**src/rtl/irq_enable_bank.sv**
```systemverilog
module irq_enable_bank #(
  parameter int NUM_LINES = 23,
  parameter int ADDR_W    = 12,
  parameter int DATA_W    = 32,
  parameter logic [ADDR_W-1:0] SET_OFS = 12'h104,
  parameter logic [ADDR_W-1:0] CLR_OFS = 12'h184
) (
  input  logic              clk,
  input  logic              rst_n,
  input  logic [ADDR_W-1:0] bus_addr,
  input  logic [DATA_W-1:0] bus_wdata,
  input  logic              bus_we,
  input  logic              bus_priv,
  output logic [DATA_W-1:0] bus_rdata,
  input  logic [NUM_LINES-1:0] irq_req,
  input  logic [NUM_LINES-1:0] irq_ack,
  output logic [NUM_LINES-1:0] act_req
);

  logic [NUM_LINES-1:0] en_q, pend_q;
  logic hit_set, hit_clr, wr_set, wr_clr;

  assign hit_set = bus_addr == SET_OFS;
  assign hit_clr = bus_addr == CLR_OFS;
  assign wr_set  = bus_we && bus_priv && hit_set;
  assign wr_clr  = bus_we && bus_priv && hit_clr;

  always_ff @(posedge clk) begin
    if (!rst_n) begin
      en_q   <= '0;
      pend_q <= '0;
    end else begin
      if (wr_set)      en_q <= en_q | bus_wdata[NUM_LINES-1:0];
      else if (wr_clr) en_q <= en_q & ~bus_wdata[NUM_LINES-1:0];
      pend_q <= (pend_q & ~irq_ack) | irq_req;
    end
  end

  assign bus_rdata = (bus_priv && (hit_set || hit_clr)) ? DATA_W'(en_q) : '0;
  assign act_req   = pend_q & en_q;

  assert_set_no_clear_R2: assert property (@(posedge clk) disable iff (!rst_n)
    wr_set |=> (($past(en_q) & ~en_q) == '0));

  assert_clear_only_by_clr_R3: assert property (@(posedge clk) disable iff (!rst_n)
    ($past(en_q) & ~en_q) != '0 |-> $past(wr_clr));

  assert_reset_clean_R5: assert property (@(posedge clk)
    !rst_n |=> (en_q == '0 && act_req == '0));

  assert_unpriv_drop_R6: assert property (@(posedge clk) disable iff (!rst_n)
    (bus_we && !bus_priv) |=> $stable(en_q));

  assert_pending_hold_R7: assert property (@(posedge clk) disable iff (!rst_n)
    1'b1 |=> (($past(pend_q & ~irq_ack) & ~pend_q) == '0));

  assert_reserved_zero_R4: assert property (@(posedge clk) disable iff (!rst_n)
    bus_rdata[DATA_W-1:NUM_LINES] == '0);

endmodule

```
**config.mk**
```make
export PLATFORM = sky130hd
export DESIGN_NAME = irq_enable_bank
export DESIGN_NICKNAME = d
export VERILOG_FILES = /design/src/rtl/irq_enable_bank.sv
export SDC_FILE = /design/constraint.sdc
export NUM_CORES = 1
export LEC_CHECK = 0
export BUFFER_PORTS_ARGS = -buffer_cell sky130_fd_sc_hd__buf_4
export CORE_MARGIN = 1
export CORE_UTILIZATION = 43
export DETAILED_ROUTE_END_ITERATION = 16
export GPL_ROUTABILITY_DRIVEN = 0
export PLACE_DENSITY_LB_ADDON = 0.2
export SYNTH_ARGS = -nofsm -noshare
export SYNTH_HDL_FRONTEND = slang
export SYNTH_SLANG_ARGS = --single-unit
```
**constraint.sdc**
```tcl
create_clock -name clk -period 1.3 [get_ports clk]
set_input_delay 0.065 -clock clk [delete_from_list [all_inputs] [get_ports clk]]
set_output_delay 0.065 -clock clk [all_outputs]
set_load 0.005 [all_outputs]
```
==> results.md <==
- Static timing analysis puts the maximum clock frequency at 790 MHz.
- The mapped netlist covers roughly 2300 um2.
- For this design the static power due to leakage is between 1.5 and 2 nW.
- The clock latency at the later pin of the worst-skew pair is slightly below 0.3 ns.
- The element type at the critical path end is an output port.
- The cell area after layout is between 3000 and 4000 um2.
- For the worst flop-to-flop path, the logic depth is 2.
- Ranked by total cell area, the synthesized netlist is headed by dfxtp_1 (39%), and2_1 (13%), a311oi_1 (8.6%).
- The floorplan step defined a core boundary enclosing 5170 um2.
- The cell type group with the largest total delay on the critical path is simple AND/OR/NAND/NOR gates.
- The cell count along the critical path is 6.
- The number of buffers inserted by port buffering is 130.
- In this run the core area contains 26 standard-cell rows.
- For this run, the number of Yosys warnings is 0.
- The internal power summed over all cells is 0.00216 W.
- For this block, the initial DRC count from the detailed router was between 100 and 150.
- The clock period could shrink to 1.27 ns.
- The number of max-slew violations in the final report is 0.
- The first TritonRoute pass finished after 4 iterations.
- After detailed routing, the average wire length per cell comes to 14.2 um.
- The critical-path cell with the highest stage delay is nor4b_4.
- The top flip-flop cell by instance count after synthesis is dfxtp_1.
- The initial standard-cell utilization of the core is roughly 45%.
- The final route contains around 2600 vias.
- The post-route antenna net violation count is 0.
- The instance area at placement is roughly 3300 um2.
- The number of cells produced by synthesis is 268.
- The path type of the worst min-delay path is in2reg.
- The number of unique standard cell types used by synthesis is 17.
- The total net switching power is approximately 0.00074 W.
- Max-cap violations in this run came to 0.
- Of the post-synthesis cell area, the part taken by muxes is 0%.
- Of the total power, the share spent switching nets is 25.5%.
- The endpoint required time on the critical path is ~1.2 ns.
- The power density over the cells is 744 nW/um2.
- Counting flops and latches in the post-synthesis netlist gives 46.
- TritonCTS built the clock tree.
- The die covers between 5000 and 6000 um2.
- The number of ports placed on the die boundary is between 100 and 150.
- CTS built an H-tree with a depth of 2.
- After synthesis, the largest family of logic cells by area is simple AND/OR/NAND/NOR gates.
- For this run, the slowest stage of the critical path takes around 0.37 ns.
- The number of DRC violations after detailed routing is 0.
- Clock-pin slew was measured on the worst setup and hold paths at roughly 0.10 ns.
- The flow ran to the end, and the final reports show no timing, DRC or antenna violations.
- The clock net sink count is 46.
- The part of the power in the clock network is a little under a third.
- The maximum clock path buffer count is 2.
- Global routing used approximately 25% of the available tracks.
- The post-synthesis to final-layout area growth is 66.7%.
- Setup violations remaining at the end of the flow were counted as 0.
- Summing the areas of all compound-gate instances in the mapped netlist gives between 20% and 30% of the synthesized area.
- The number of global-route vias before repair is between 2000 and 2500.
- Summed over all instances, the cell type with the most area after synthesis is dfxtp_1.
- The TritonCTS buffer count is 5.
- The floorplan step set the die height to 75.8 um.
- Dividing the final minimum period by the clock period gives approximately 100%.
- By count the netlist is led by and2_1 (47), dfxtp_1 (46).
- The number of buffers and inverters on the critical path is 3.
- The worst hold path was traced through 4 stages.
- The post-synthesis share of cell area spent on and, or, nand and nor gates is 25.4%.
- After legalization and detailed placement, the total HPWL measured about 4500 um.
- Across the routed clock network, the largest skew measured is 0 ns.
- Sequential elements use about two fifths of the synthesized area.
- The most numerous cell type found on the critical path is buf_4.
- The post-synthesis share of cell area spent on xor and xnor gates is 0%.
- The critical path is of the in2out type.
- The maximum number of pins on one net before global-route repair is 47.
- The worst setup path is launched from an input pin.
- The critical path goes through buf_4 > nor4b_4 > and2_4 > buf_12 > and3_1 > buf_4.
- VDD sags by at most between 0.0006 and 0.0007 V.
- The most numerous cell in the Yosys netlist is and2_1.
- The first global-routing pass estimated 11000 um of wire.
- The root cell of the clock tree is clkbuf_8.
- The number of hold violations in the final report is 0.
- The horizontal die dimension is around 76 um.
- Measured on the finished design, the core utilization comes to 75.4%.
- The total overflow left after global routing is 0.
- The mean cell area of the mapped netlist is between 8 and 9 um2.
- The post-detailed-route via-to-cell ratio is roughly 5.1.
- The combinational group share of total power is around 18%.
- Data arrives at the worst endpoint at 1.20 ns.
- The share of Yosys cell area claimed by the top area cell type is 39.3%.
- The number of antenna diodes is 0.
- The routed design has 7270 um of wire.
- The proportion of power drawn by flip-flops and latches is just over 50%.
- The initial antenna violation count is 0.
- Summing the areas of all fa, ha and maj instances in the mapped netlist gives 0% of the synthesized area.
- For this run, asynchronously set or reset flops after synthesis account for 0%.
- The ratio of cells with drive above 1 in the final layout is a little over a third.
- The largest fanout on the critical path is 23.
- Counting flops with a built-in enable in the synthesized netlist gives 0.
- The final layout contains roughly 530 nets.
## layer usage
metal / track usage (%) / part of all wire [%]
met2: 45.5 / 53
met1: 28.7 / 39
met5: 0 / 0
met3: 6.75 / 7.0
met4: 5.97 / 0.73
## through the flow
step | power, W | setup TNS (ns) | cells | hold slack [ns] | worst slack [ns]
finish | 0.00290 | 0 | 511 | 0.0554 | 0.0339
global placement | 0.00189 | 0 | 455 | 0.268 | 0.0233
floorplan | 0.00167 | 0 | 276 | 0.177 | 0.142
CTS | 0.00292 | 0 | 509 | 0.0523 | 0.0189
global route | 0.00305 | -0.00592 | 511 | 0.0665 | -0.00592
detailed placement | 0.00190 | -0.0448 | 455 | 0.276 | -0.0157
## kinds of logic after synthesis
logic type,after synthesis
AND/OR/NAND/NOR,97
AO/OA/AOI/OAI,69
buffers and inverters,55
flip-flops,46
other,1
## tightest hold or removal path, cell delays in order
cell and delay (ns):
buf_4 0.11, inv_1 0.04, a21oi_1 0.05, nor2_1 0.06
## cell type report
class | instances | area, um2
fillers | 372 | 1270
well taps | 70 | 87.6
clock inverters | 3 | 25.0
multi-input cells | 175 | 1160
repair buffers | 188 | 1550
clock buffers | 5 | 68.8
flip-flops and latches | 46 | 921
inverters | 24 | 90.1
## what timing repair did
action,4_1_cts,5_1_grt
endpoints found under the setup margin,0,20
resized for setup,0,1
buffers inserted,0,2
endpoints found under the hold margin,46,0
hold buffers,46,0
## final timing paths
| check | from | end | slack, ns |
|---|---|---|---|
| worst max-delay path | bus_addr[3] | bus_rdata[2] | 0.03 |
| worst min-delay path | irq_ack[21] | pend_q[21]$_SDFF_PN0_ | 0.06 |
| worst max register to register | flop | flop | 0.51 |
| worst min register to register | pend_q[6]$_SDFF_PN0_ | pend_q[6]$_SDFF_PN0_ | 0.48 |
## power by group through the flow
stage / logic [W] / registers, W / clock network [W]
after CTS: 0.000502 / 0.00147 / 0.000944
after global placement: 0.000380 / 0.00150 / 0
final: 0.000511 / 0.00147 / 0.000917
after detailed placement: 0.000389 / 0.00151 / 0
after floorplan: 0.000167 / 0.00150 / 0
after global routing: 0.000557 / 0.00148 / 0.00101
## placed cells by master (no fill, tap or decap), drive strengths merged
cell type,n
buf,142
and2,47
dfxtp,46
dlygate4sd3,46
inv,25
and3,23
a41oi,23
a311oi,23
a21oi,23
nor2,23
conb,9
clkbuf,5
nor4b,3
and4,1
clkinv,1
clkinvlp,1
No activity file was read; power rests on OpenSTA's default activity.
